===== config.mk =====
export PLATFORM = sky130hd
export DESIGN_NAME = dram_cycle_decoder
export DESIGN_NICKNAME = d
export VERILOG_FILES = /design/src/rtl/dcd_pkg.sv /design/src/rtl/sync_pipe.sv /design/src/rtl/edge_tap.sv /design/src/rtl/row_refresh_ctr.sv /design/src/rtl/bit_store.sv /design/src/rtl/dram_cycle_decoder.sv
export SDC_FILE = /design/constraint.sdc
export NUM_CORES = 1
export LEC_CHECK = 0
export ABC_AREA = 1
export BUFFER_PORTS_ARGS = -buffer_cell sky130_fd_sc_hd__buf_4
export CAP_MARGIN = 20
export CORE_MARGIN = 2
export CORE_UTILIZATION = 63
export DETAILED_ROUTE_END_ITERATION = 16
export MAX_ROUTING_LAYER = met4
export PLACE_DENSITY_LB_ADDON = 0.05
export SYNTH_ARGS = -nofsm -noshare
export SYNTH_HDL_FRONTEND = slang
export SYNTH_HIERARCHICAL = 1
export SYNTH_SLANG_ARGS = --single-unit

===== constraint.sdc =====
create_clock -name clk -period 3.2 [get_ports clk]
set_clock_uncertainty 0.2 [all_clocks]
set_input_delay 0.16 -clock clk [delete_from_list [all_inputs] [get_ports clk]]
set_output_delay 0.16 -clock clk [all_outputs]
set_load 0.02 [all_outputs]

===== src/rtl/dcd_pkg.sv =====
package dcd_pkg;
  typedef enum logic [2:0] {
    EV_NONE     = 3'd0,
    EV_READ     = 3'd1,
    EV_EARLY_WR = 3'd2,
    EV_LATE_WR  = 3'd3,
    EV_ROW_REF  = 3'd4,
    EV_CBR_REF  = 3'd5
  } ev_kind_e;

  typedef enum logic [1:0] {
    AC_READ  = 2'd0,
    AC_EARLY = 2'd1,
    AC_LATE  = 2'd2
  } acc_kind_e;

  localparam int STB_RAS = 0;
  localparam int STB_CAS = 1;
  localparam int STB_WE  = 2;
  localparam int NUM_STB = 3;
endpackage


===== src/rtl/sync_pipe.sv =====
module sync_pipe #(
  parameter int W = 1,
  parameter logic [W-1:0] RST_VAL = '0
) (
  input  logic         clk,
  input  logic         rst_n,
  input  logic [W-1:0] d,
  output logic [W-1:0] q
);
  logic [W-1:0] stage1;

  always_ff @(posedge clk or negedge rst_n) begin
    if (!rst_n) begin
      stage1 <= RST_VAL;
      q      <= RST_VAL;
    end else begin
      stage1 <= d;
      q      <= stage1;
    end
  end
endmodule


===== src/rtl/edge_tap.sv =====
module edge_tap #(
  parameter int W = 1
) (
  input  logic         clk,
  input  logic         rst_n,
  input  logic [W-1:0] lvl,
  output logic [W-1:0] prev,
  output logic [W-1:0] fall,
  output logic [W-1:0] rise
);
  always_ff @(posedge clk or negedge rst_n) begin
    if (!rst_n) prev <= '1;
    else        prev <= lvl;
  end

  for (genvar i = 0; i < W; i++) begin : g_bit
    assign fall[i] = prev[i] & ~lvl[i];
    assign rise[i] = ~prev[i] & lvl[i];
  end
endmodule


===== src/rtl/row_refresh_ctr.sv =====
module row_refresh_ctr #(
  parameter int W = 4
) (
  input  logic         clk,
  input  logic         rst_n,
  input  logic         adv,
  output logic [W-1:0] row
);
  always_ff @(posedge clk or negedge rst_n) begin
    if (!rst_n)   row <= '0;
    else if (adv) row <= row + 1'b1;
  end
endmodule


===== src/rtl/bit_store.sv =====
module bit_store #(
  parameter int IDX_W = 8
) (
  input  logic             clk,
  input  logic             rst_n,
  input  logic             wr_en,
  input  logic [IDX_W-1:0] wr_idx,
  input  logic             wr_bit,
  input  logic [IDX_W-1:0] rd_idx,
  output logic             rd_bit
);
  localparam int CELLS = 1 << IDX_W;
  logic [CELLS-1:0] cells;

  always_ff @(posedge clk or negedge rst_n) begin
    if (!rst_n)     cells <= '0;
    else if (wr_en) cells[wr_idx] <= wr_bit;
  end

  assign rd_bit = cells[rd_idx];
endmodule


===== src/rtl/dram_cycle_decoder.sv =====
module dram_cycle_decoder
  import dcd_pkg::*;
#(
  parameter int ADDR_W = 4
) (
  input  logic              clk,
  input  logic              rst_n,
  input  logic              ras_n,
  input  logic              cas_n,
  input  logic              we_n,
  input  logic [ADDR_W-1:0] addr,
  input  logic              din,
  output logic              q_out,
  output logic              q_oe,
  output logic              evt_valid,
  output logic [2:0]        evt_kind,
  output logic [ADDR_W-1:0] evt_row,
  output logic [ADDR_W-1:0] evt_col,
  output logic              evt_data
);
  localparam int IDX_W = 2 * ADDR_W;
  localparam int DW    = ADDR_W + 1;

  function automatic logic [IDX_W-1:0] cell_of(input logic [ADDR_W-1:0] r,
                                                input logic [ADDR_W-1:0] c);
    return {r, c};
  endfunction

  // synchronised strobes, address and data, same latency
  logic [NUM_STB-1:0] stb_s, stb_p, stb_fall, stb_rise;
  logic [DW-1:0]      dat_s;
  logic [ADDR_W-1:0]  addr_s;
  logic               din_s;

  sync_pipe #(.W(NUM_STB), .RST_VAL({NUM_STB{1'b1}})) u_stb_sync (
    .clk(clk), .rst_n(rst_n), .d({we_n, cas_n, ras_n}), .q(stb_s));
  sync_pipe #(.W(DW), .RST_VAL({DW{1'b0}})) u_dat_sync (
    .clk(clk), .rst_n(rst_n), .d({din, addr}), .q(dat_s));
  edge_tap #(.W(NUM_STB)) u_edges (
    .clk(clk), .rst_n(rst_n), .lvl(stb_s), .prev(stb_p),
    .fall(stb_fall), .rise(stb_rise));

  assign addr_s = dat_s[ADDR_W-1:0];
  assign din_s  = dat_s[ADDR_W];

  // named internal events
  logic ras_fall, ras_rise, cas_fall, cas_rise, we_fall;
  logic ras_act, cbr_mode, cas_seen, acc_act;
  acc_kind_e acc_kind;
  logic [ADDR_W-1:0] row_q, col_q, ref_row;
  logic acc_data;
  logic cbr_go, acc_go, early_go, read_go, late_go, close_go, ronly_go;

  assign ras_fall = stb_fall[STB_RAS];
  assign ras_rise = stb_rise[STB_RAS];
  assign cas_fall = stb_fall[STB_CAS];
  assign cas_rise = stb_rise[STB_CAS];
  assign we_fall  = stb_fall[STB_WE];

  assign cbr_go   = ras_fall & ~stb_s[STB_CAS];
  assign acc_go   = cas_fall & ras_act & ~cbr_mode & ~stb_s[STB_RAS];
  assign early_go = acc_go & ~stb_s[STB_WE];
  assign read_go  = acc_go & stb_s[STB_WE];
  assign late_go  = we_fall & acc_act & (acc_kind == AC_READ) & ~cas_rise;
  assign close_go = cas_rise & acc_act;
  assign ronly_go = ras_rise & ras_act & ~cbr_mode & ~cas_seen;

  row_refresh_ctr #(.W(ADDR_W)) u_ref (
    .clk(clk), .rst_n(rst_n), .adv(cbr_go), .row(ref_row));

  logic             wr_en, rd_bit, wr_bit;
  logic [IDX_W-1:0] wr_idx, rd_idx;

  always_comb begin
    wr_en  = early_go | late_go;
    wr_idx = early_go ? cell_of(row_q, addr_s) : cell_of(row_q, col_q);
    wr_bit = din_s;
    rd_idx = cell_of(row_q, addr_s);
  end

  bit_store #(.IDX_W(IDX_W)) u_store (
    .clk(clk), .rst_n(rst_n), .wr_en(wr_en), .wr_idx(wr_idx),
    .wr_bit(wr_bit), .rd_idx(rd_idx), .rd_bit(rd_bit));

  logic q_bit;

  always_ff @(posedge clk or negedge rst_n) begin
    if (!rst_n) begin
      ras_act   <= 1'b0;
      cbr_mode  <= 1'b0;
      cas_seen  <= 1'b0;
      acc_act   <= 1'b0;
      acc_kind  <= AC_READ;
      acc_data  <= 1'b0;
      row_q     <= '0;
      col_q     <= '0;
      q_oe      <= 1'b0;
      q_bit     <= 1'b0;
      evt_valid <= 1'b0;
      evt_kind  <= EV_NONE;
      evt_row   <= '0;
      evt_col   <= '0;
      evt_data  <= 1'b0;
    end else begin
      evt_valid <= 1'b0;
      evt_kind  <= EV_NONE;
      if (ras_fall) begin
        ras_act  <= 1'b1;
        cas_seen <= 1'b0;
        cbr_mode <= cbr_go;
        if (cbr_go) begin
          evt_valid <= 1'b1;
          evt_kind  <= EV_CBR_REF;
          evt_row   <= ref_row;
          evt_col   <= '0;
          evt_data  <= 1'b0;
        end else begin
          row_q <= addr_s;
        end
      end
      if (ras_rise) begin
        ras_act  <= 1'b0;
        cbr_mode <= 1'b0;
        if (ronly_go) begin
          evt_valid <= 1'b1;
          evt_kind  <= EV_ROW_REF;
          evt_row   <= row_q;
          evt_col   <= '0;
          evt_data  <= 1'b0;
        end
      end
      if (acc_go) begin
        col_q    <= addr_s;
        cas_seen <= 1'b1;
        acc_act  <= 1'b1;
        if (early_go) begin
          acc_kind  <= AC_EARLY;
          acc_data  <= din_s;
          evt_valid <= 1'b1;
          evt_kind  <= EV_EARLY_WR;
          evt_row   <= row_q;
          evt_col   <= addr_s;
          evt_data  <= din_s;
        end else begin
          acc_kind <= AC_READ;
          acc_data <= rd_bit;
          q_oe     <= 1'b1;
          q_bit    <= rd_bit;
        end
      end
      if (late_go) begin
        acc_kind <= AC_LATE;
        acc_data <= din_s;
      end
      if (close_go) begin
        acc_act <= 1'b0;
        q_oe    <= 1'b0;
        if (acc_kind != AC_EARLY) begin
          evt_valid <= 1'b1;
          evt_kind  <= (acc_kind == AC_LATE) ? EV_LATE_WR : EV_READ;
          evt_row   <= row_q;
          evt_col   <= col_q;
          evt_data  <= acc_data;
        end
      end
    end
  end

  assign q_out = q_oe & q_bit;


  oe_needs_cas_chk: assert property (@(posedge clk) disable iff (!rst_n)
    q_oe |-> !stb_p[STB_CAS]);

  oe_rise_from_read_chk: assert property (@(posedge clk) disable iff (!rst_n)
    $rose(q_oe) |-> $past(cas_fall));

  early_wr_no_oe_chk: assert property (@(posedge clk) disable iff (!rst_n)
    (evt_valid && evt_kind == EV_EARLY_WR) |-> !q_oe);

  kind_idle_chk: assert property (@(posedge clk) disable iff (!rst_n)
    !evt_valid |-> (evt_kind == EV_NONE));

  kind_live_chk: assert property (@(posedge clk) disable iff (!rst_n)
    evt_valid |-> (evt_kind != EV_NONE));

  ref_row_hold_chk: assert property (@(posedge clk) disable iff (!rst_n)
    !cbr_go |=> $stable(ref_row));

  row_ref_quiet_chk: assert property (@(posedge clk) disable iff (!rst_n)
    (evt_valid && evt_kind == EV_ROW_REF) |-> !q_oe);
endmodule


==> results.md, run 1 <==
* Final hold viol count at 0
* Comb pwr share at 0.161
* Net Switching at 2.85 mW
* DRT Wirelength at 42800 microns
* Initial DRC count at 1809
* Maximum vdd drop at 0.000397 V
* Final nets at 1853
* First-pass GRT wire length at 69200 microns
* Worst skew pair latency at 510 ps
* Detailed placer's ending HPWL at 25300 microns
* Routability cong. at 0.932
* Vias per cell at 6.24
* Worst-Margin Slew at 632 ps
* Number of routed nets with antenna violations at 0
* Vias in the first global route at 12860
* Seq pwr share at 0.444
* Hold WS at 65.9 ps
* Root Driver: clkbuf_16
* Fin crit share at 0.916
* Peak Freq at 341 MHz
* Cell internal pwr at 7.02 mW
* Crit start category: flip-flop
* Tot GR Track Use at 0.351
* Clock network power share at 0.395
* Setup TNS at 0 ps
* Buf+Inv Stages, Crit Path at 2
* Tmin final at 2930 ps
* Switch share at 0.289
* Largest delay contributor family on the critical path: simple AND/OR/NAND/NOR gates
* Ports at 25
* Initial antenna violation count at 0
* CORE AREA at 23500 sq um
* Synth Cell Area at 15100 sq um
* Crit path kind: flip-flop to flip-flop
* Sink Count at 309
* DRC at 0
* Power Density at 583 nW/um^2
* Count of input and output buffers at 24
* P_leak at 7.86 nW
* Synthesized net count at 1861
* Die area at 25200 sq um
* Max incr delay on CP at 580 ps
* Total grt overflow at 0
* YS warnings at 6
* Clock tree buffer depth at 3
* Area Growth Syn to Fin at 12.2%
* FF-to-FF Start: u_stb_sync/q[1]$_DFF_PN1_
* Final core occ at 0.721
* Slew HR at 0.579
* Max-cap violations at 0
* Drt first pass iters at 6
* CP max FO at 8
* H-tree Lvls at 2
* Setup-failing EPs final at 0
* Avg Cell Area, Syn at 8.15 sq um
* Share of layout cells above drive strength 1 at 0.114
* Clock transition at path regs at 60 ps
* Wire per inst at 19.6 microns
* Reg2Reg Depth at 13
* Std cell rows at 56
* Chip width at 159 microns
* Worst R2R Setup Slack at 270 ps
* Worst R2R End: u_store/cells[143]$_DFFE_PN0P_
* Worst-path cell chain: nor2_1 > inv_1 > nor2_2 > nand2_4 > nor2_4 > o21ai_0 > nand2_2 > nor2_1 > nand2_2 > buf_4 > nor2_1 > nor2_1 > a21oi_1
* Critical path data arrival time at 3150 ps
* CP Capture Type: flip-flop
* Cts bufs inserted at 34
* Cells after synthesis at 1850
* Initial Util at 0.643
* WP data required at 3420 ps
* HP Class: primary input to async pin
* Status: finished, final reports clean
* Slowest CP cell: dfstp_2
* Die height at 159 microns
* Via count at 13645
* Most common cell on crit path: nor2_1
* CTS tree: done
* Final slew viol count at 0
* Largest net degree at the start of global routing at 106
* N_diodes at 0
## layout by cell type (no fill, tap or decap), types with 11 or more instances in the layout
| cell type | count |
|---|---|
| nand2_1 | 345 |
| dfrtp_1 | 298 |
| nand3_1 | 257 |
| a21oi_1 | 248 |
| nor2_1 | 187 |
| a31oi_1 | 185 |
| inv_1 | 78 |
| buf_4 | 78 |
| clkbuf_16 | 35 |
| nor2_2 | 17 |
| o21ai_0 | 14 |
| buf_12 | 13 |
| inv_2 | 12 |
| clkbuf_8 | 11 |
## through the flow
step	total power [mW]	instance area, sq um	worst slack [ps]	cells
floorplan	5.41	15100	492	1850
finish	9.87	16900	268	2186
CTS	9.89	16900	276	2183
detailed placement	5.98	15700	302	2113
global route	10.3	16900	-0.289	2186
global placement	5.95	15700	363	2113
## layer usage
metal  wire length, microns  vias to the layer above  share of wire  global-route usage
met3                   4080                       96          0.095              0.0559
met2                  20000                      720           0.47               0.549
met4                   1160                        0          0.027               0.110
met5                      0                        -              0                   -
li1                       -                     6324              -                   -
met1                  17600                     6505           0.41               0.478
## power groups by stage
stage	logic, mW	registers (mW)	clock network, mW
after floorplan	0.942	4.47	0
after global placement	1.51	4.43	0
after detailed placement	1.54	4.45	0
after CTS	1.56	4.38	3.95
after global routing	1.75	4.41	4.13
final	1.59	4.38	3.90
## state kept, by name, summed over array words and instances, names as in the netlist, 3 cells and up
register,cells
u_stb_sync/q,3
u_stb_sync/stage1,3
u_dat_sync/q,5
u_dat_sync/stage1,5
u_store/cells,256
evt_row,4
col_q,4
row_q,4
evt_kind,3
u_ref/row,4
u_edges/prev,3
evt_col,4
## worst max-delay path by stage
stage,slack (ps),start,depth (start not counted),end
2_1_floorplan,490,u_stb_sync/q[1]$_DFF_PN1_,16,u_store/cells[180]$_DFFE_PN0P_
3_3_place_gp,360,u_edges/prev[1]$_DFF_PN1_,13,u_store/cells[172]$_DFFE_PN0P_
3_5_place_dp,300,u_stb_sync/q[1]$_DFF_PN1_,16,u_store/cells[17]$_DFFE_PN0P_
4_1_cts,280,u_edges/prev[1]$_DFF_PN1_,13,u_store/cells[60]$_DFFE_PN0P_
5_1_grt,-0.3,u_edges/prev[1]$_DFF_PN1_,16,u_store/cells[84]$_DFFE_PN0P_
6_report,270,u_stb_sync/q[1]$_DFF_PN1_,13,u_store/cells[143]$_DFFE_PN0P_
## cell type report
type | count | area (sq um)
timing repair buffer | 102 | 962
clock inverter | 6 | 61.3
tap | 319 | 399
clock buffer | 55 | 1060
multi-input combinational | 1301 | 6330
sequential | 309 | 7750
fill | 1863 | 6540
inverter | 94 | 365
## what timing repair did
item / in CTS / in global routing
resized for setup: 0 / 4
setup endpoints to repair: 0 / 9
hold buffers: 9 / 0
setup buffers: 0 / 3
hold endpoints to repair: 227 / 0
Note: power is estimated with default switching activity, not from simulation.
==> inputs of run 2 (changes only) <==
Settings changed: ABC_AREA 1 to unset, CAP_MARGIN 20 to 10.
==> run 2 against run 1 <==
  * Maximum frequency is 5.1% lower
  * Largest power group unchanged
  * Clock-buffer cell count is 1 higher
  * Cell area is 2.3% higher
==> results.md, run 2 <==
* Status: finished, final reports clean
* DP Area at 16000 sq um (+2.2%)
* Share of layout cells above drive strength 1 at 0.322 (+0.208)
* Slew HR at 0.267 (-0.312)
* Crit path kind: flip-flop to flip-flop
* Post-Layout Cell Count at 1671 (-24%)
* Power Density at 552 nW/um^2 (-5.4%)
* Most frequent cells in the layout: dfrtp_1 (297), nand2_1 (267), mux2_2 (214)
* Tmin final at 3090 ps (+157 ps)
* CORE AREA at 24100 sq um (+2.7%)
* Cts bufs inserted at 35 (+2.9%)
* Drt first pass iters at 5 (-1)
* Via count at 10212 (-25%)
* First-pass GRT wire length at 59400 microns (-14%)
* DRT Wirelength at 36800 microns (-14%)
* Ports at 25 (unchanged)
* Count of input and output buffers at 24 (unchanged)
* CP max FO at 12 (+4)
* Std cell rows at 57 (+1.8%)
* Reg2Reg Depth at 9 (-4)
* CTS tree: done
* Initial Util at 0.638 (-0.00494)
* Cells after synthesis at 1301 (-30%)
* HP Class: primary input to async pin
* Synth Cell Area at 15400 sq um (+1.9%)
* Setup TNS at 0 ps (unchanged)
* Final hold viol count at 0 (unchanged)
* Worst-Margin Slew at 1090 ps (+463 ps)
* Chip width at 160 microns (+0.93%)
* Largest regs: u_store/cells x256, u_dat_sync/q x5, u_dat_sync/stage1 x5
* Initial antenna violation count at 0 (unchanged)
* Peak Freq at 324 MHz (-5.1%)
* Wire per inst at 22.0 microns (+13%)
* Vias in the first global route at 10440 (-19%)
* P_leak at 8.15 nW (+3.6%)
* Avg Cell Area, Syn at 11.8 sq um (+45%)
* Final nets at 1334 (-28%)
* Post-route cell area at 17300 sq um (+2.3%)
* Routability cong. at 0.855 (-8.3%)
* Critical path data arrival time at 3310 ps (+160 ps)
* Setup-failing EPs final at 0 (unchanged)
* Tot GR Track Use at 0.306 (-0.0455)
* Worst skew pair latency at 510 ps (about the same)
* RSZ-0062 raised after global routing: true
* Area Growth Syn to Fin at 12.6%
* Clock tree buffer depth at 3 (unchanged)
* CP Capture Type: flip-flop
* Vias per cell at 6.11 (-2.1%)
* Max-cap violations at 0 (unchanged)
* Final slew viol count at 0 (unchanged)
* Max reg flops at 256 (unchanged)
* FF-to-FF Start: u_dat_sync/q[0]$_DFF_PN0_
* Maximum vdd drop at 0.000493 V (+24%)
* Total grt overflow at 0 (unchanged)
* YS warnings at 6 (unchanged)
* Die area at 25700 sq um (+1.9%)
* WP data required at 3420 ps (about the same)
* Worst R2R Setup Slack at 110 ps (-160 ps)
* Detailed placer's ending HPWL at 22500 microns (-11%)
* Worst R2R End: acc_data$_DFFE_PN0P_
* Synthesized net count at 1312 (-30%)
* H-tree Lvls at 2 (unchanged)
* Dpl cells at 1599 (-24%)
* Fill count at 1736 (-6.8%)
* DRC at 0 (unchanged)
* Fin crit share at 0.965 (+0.0490)
* Crit start category: flip-flop
* Number of routed nets with antenna violations at 0 (unchanged)
* Initial DRC count at 839 (-54%)
* Die height at 160 microns (+0.93%)
* Largest net degree at the start of global routing at 106 (unchanged)
* Most common cell after layout, fill and taps aside: dfrtp_1
* Clock transition at path regs at 60 ps (about the same)
* Sink Count at 309 (unchanged)
* Root Driver: clkbuf_16
* N_diodes at 0 (unchanged)
* Most flop-heavy register: u_store/cells
==> run 2: worst max-delay path, stage by stage (launching register included) <==
cell,delay [ps]
dfrtp_4,560
buf_12,180
or3b_4,510
o22ai_1,230
nor4_1,90
or4_1,410
a31oi_1,320
nand2_1,150
mux2i_1,200
o2bb2ai_1,140
==> run 2: worst max path at each step <==
stage | start | to | slack, ps | cells after the start
after CTS | u_edges/prev[1]$_DFF_PN1_ | u_store/cells[227]$_DFFE_PN0P_ | 10 | 9
after detailed placement | u_edges/prev[1]$_DFF_PN1_ | u_store/cells[89]$_DFFE_PN0P_ | -50 | 8
after global routing | u_edges/prev[1]$_DFF_PN1_ | u_store/cells[227]$_DFFE_PN0P_ | -30 | 9
after global placement | u_edges/prev[1]$_DFF_PN1_ | u_store/cells[121]$_DFFE_PN0P_ | 50 | 8
after floorplan | u_edges/prev[1]$_DFF_PN1_ | u_store/cells[68]$_DFFE_PN0P_ | 300 | 12
final | u_dat_sync/q[0]$_DFF_PN0_ | acc_data$_DFFE_PN0P_ | 110 | 9
==> run 2: repair_timing <==
item | 4_1_cts | 5_1_grt
setup buffers | 0 | 2
hold endpoints to repair | 267 | 0
endpoints found under the setup margin | 22 | 72
hold buffers | 9 | 0
gates resized for setup | 3 | 6
==> run 2: per-layer routing <==
layer / wire, microns / vias to the layer above / part of all wire / global-route usage
met3: 2340 / 66 / 0.064 / 0.0468
li1: - / 4610 / - / -
met4: 728 / 0 / 0.020 / 0.0729
met2: 17300 / 321 / 0.47 / 0.466
met5: 0 / - / 0 / -
met1: 16400 / 5215 / 0.45 / 0.440
==> run 2: metrics by stage <==
step	hold WS [ps]	setup slack (ps)	total power, mW	util
2_1_floorplan	-336	304	5.05	-
3_3_place_gp	-9.48	51.2	5.57	0.665
3_5_place_dp	-10.5	-51.7	5.60	0.665
4_1_cts	58.6	12.9	9.61	0.717
5_1_grt	103	-33.4	9.91	0.718
6_report	53.6	112	9.55	0.718
==> run 2: area by class of cell <==
class                           count  area, sq um  share of cell area
Multi-Input combinational cell    863         7010               0.405
Clock inverter                      5         78.8             0.00455
Tap cell                          324          405              0.0234
Inverter                            9         33.8             0.00195
Clock buffer                       56         1070              0.0616
Timing Repair Buffer              105          960              0.0554
Sequential cell                   309         7750               0.448
==> run 2: power breakdown <==
| part | switching [mW] | internal (mW) |
|---|---|---|
| logic | 0.776 | 0.516 |
| registers | 0.180 | 4.09 |
| clock network | 1.55 | 2.44 |
| total | 2.50 | 7.05 |
==> inputs of run 3 (changes only) <==
Settings changed: CORE_UTILIZATION 63 to 60.
==> run 3 against run 2 <==
  * Hold slack worse by 21 ps
  * Die area is 4.9% higher
  * Routed wire length is 0.57% higher
  * Via count is 0.72% higher
  * Worst setup slack better by 49 ps
  * Cell area is 0.98% higher
  * Final cell count is 1.1% higher
  * Largest cell class unchanged
  * Largest power group unchanged
  * Highest routed layer unchanged
==> results.md, run 3 (synthesized netlist as in run 2, its figures left out) <==
* HP Class: primary input to async pin
* Tot GR Track Use at 0.295 (-0.0111)
* Setup TNS at 0 ps (unchanged)
* Most flop-heavy register: u_store/cells
* Post-Layout Cell Count at 1690 (+1.1%)
* Worst-Margin Slew at 1070 ps (-20.2 ps)
* Clock transition at path regs at 60 ps (about the same)
* Post-route cell area at 17500 sq um (+0.98%)
* Die area at 26900 sq um (+4.9%)
* CP Capture Type: flip-flop
* Cts bufs inserted at 36 (+2.9%)
* Chip width at 164 microns (+2.4%)
* Status: finished, final reports clean
* RSZ-0062 raised after global routing: false
* Largest regs: u_store/cells x256, u_dat_sync/q x5, u_dat_sync/stage1 x5
* Total grt overflow at 0 (unchanged)
* Initial DRC count at 968 (+15%)
* Root Driver: clkbuf_16
* Largest net degree at the start of global routing at 75 (-29%)
* Crit start category: flip-flop
* Std cell rows at 58 (+1.8%)
* Most frequent cells in the layout: dfrtp_1 (297), nand2_1 (267), mux2_2 (214)
* DRT Wirelength at 37100 microns (+0.57%)
* Multi-input logic area at 7000 sq um (-0.21%)
* Clock tree buffer depth at 3 (unchanged)
* Slew HR at 0.280 (+0.0135)
* Fin crit share at 0.950 (-0.0154)
* First-pass GRT wire length at 59500 microns (+0.13%)
* CP max FO at 14 (+2)
* Drt first pass iters at 5 (unchanged)
* Crit path kind: flip-flop to flip-flop
* Max reg flops at 256 (unchanged)
* Detailed placer's ending HPWL at 23000 microns (+1.9%)
* Buf+Inv Stages, Crit Path at 2 (+1)
* Most common cell after layout, fill and taps aside: dfrtp_1
* N_diodes at 0 (unchanged)
* Final nets at 1347 (+0.97%)
* WP data required at 3380 ps (-40 ps)
* Number of routed nets with antenna violations at 0 (unchanged)
* Dpl ws at 83.1 ps (+135 ps)
* Largest delay contributor family on the critical path: simple AND/OR/NAND/NOR gates
* Peak Freq at 329 MHz (+1.6%)
* CTS tree: done
* Slowest CP cell: dfstp_2
* Final worst slack at 161 ps (+49.3 ps)
* CORE AREA at 25200 sq um (+4.5%)
* Routability cong. at 0.859 (+0.48%)
* Dpl cells at 1616 (+1.1%)
* Fill count at 1829 (+5.4%)
* Final hold viol count at 0 (unchanged)
* Final slew viol count at 0 (unchanged)
* Worst skew pair latency at 510 ps (about the same)
* Vias per cell at 6.09 (-0.41%)
* Register area at 7750 sq um (unchanged)
* Count of input and output buffers at 24 (unchanged)
* Initial antenna violation count at 0 (unchanged)
* Initial Util at 0.610 (-0.0272)
* Die height at 164 microns (+2.4%)
* DP Area at 16200 sq um (+0.95%)
* Max incr delay on CP at 520 ps (-40 ps)
* Power Density at 546 nW/um^2 (-0.99%)
* P_leak at 8.23 nW (+1.0%)
* Worst-path cell chain: nor2b_1 > and4bb_2 > buf_4 > nand3_1 > nand2_1 > nor2b_1 > and3_1 > buf_12 > nand2_1 > mux2_1
* Critical path data arrival time at 3220 ps (-90 ps)
* H-tree Lvls at 2 (unchanged)
* Vias in the first global route at 10609 (+1.6%)
* DRC at 0 (unchanged)
* Wire per inst at 21.9 microns (-0.56%)
* Via count at 10286 (+0.72%)
* Ports at 25 (unchanged)
* Maximum vdd drop at 0.000555 V (+13%)
* Area Growth Syn to Fin at 13.7%
* Setup-failing EPs final at 0 (unchanged)
* Max-cap violations at 0 (unchanged)
* Sink Count at 309 (unchanged)
* Tmin final at 3040 ps (-49.3 ps)
* Share of layout cells above drive strength 1 at 0.326 (+0.00427)
[run 3: power by group]
part	internal (mW)	switching (mW)	total [mW]
Clock	2.43	1.56	3.99
Sequential	4.09	0.173	4.27
Combinational	0.532	0.768	1.30
[run 3: worst register-to-register path, stage by stage, from the launching register on]
cell      delay (ps)
dfstp_2          520
nor2b_1          170
and4bb_2         370
buf_4            170
nand3_1          100
nand2_1          170
nor2b_1          350
and3_1           270
buf_12           170
nand2_1           80
mux2_1           340
[run 3: per-layer routing]
layer,track usage,part of all wire,vias up,wire length [microns]
li1,-,-,4647,-
met1,0.415,0.46,5306,16900
met2,0.460,0.47,269,17400
met3,0.0356,0.054,64,1980
met4,0.0774,0.020,0,739
met5,-,0,-,0
[run 3: layout make-up]
type / count / share of cell area
clock inverters: 5 / 0.00308
repair buffers: 117 / 0.0646
flip-flops and latches: 309 / 0.444
clock buffers: 57 / 0.0630
well taps: 330 / 0.0236
inverters: 9 / 0.00193
multi-input cells: 863 / 0.400
[run 3: timing repair]
action / in CTS / in global routing
endpoints found under the setup margin: 0 / 43
buffers inserted: 0 / 3
hold endpoints to repair: 230 / 0
resized for setup: 0 / 3
hold buffers: 9 / 0
[run 3: stage by stage]
stage	hold WS (ps)	total power [mW]	utilization
final	32.4	9.55	0.694
after global routing	79.1	9.92	0.694
after floorplan	-336	5.05	-
after global placement	-21.9	5.58	0.643
after detailed placement	-20.8	5.60	0.643
after CTS	42.5	9.61	0.692
[run 3: path summary, 6_finish.rpt]
kind                       cells past startpoint                           start  slack [ps]                        endpoint
max reg2reg                                   10       u_edges/prev[1]$_DFF_PN1_         160  u_store/cells[136]$_DFFE_PN0P_
max in group asynchronous                      3                           rst_n        1830  u_store/cells[143]$_DFFE_PN0P_
min reg2reg                                    0  u_dat_sync/stage1[1]$_DFF_PN0_         150       u_dat_sync/q[1]$_DFF_PN0_
min                                            2                           rst_n          30              evt_data$_DFF_PN0_
min in group clk                               2                         addr[3]         100  u_dat_sync/stage1[3]$_DFF_PN0_
max                                           10       u_edges/prev[1]$_DFF_PN1_         160  u_store/cells[136]$_DFFE_PN0P_
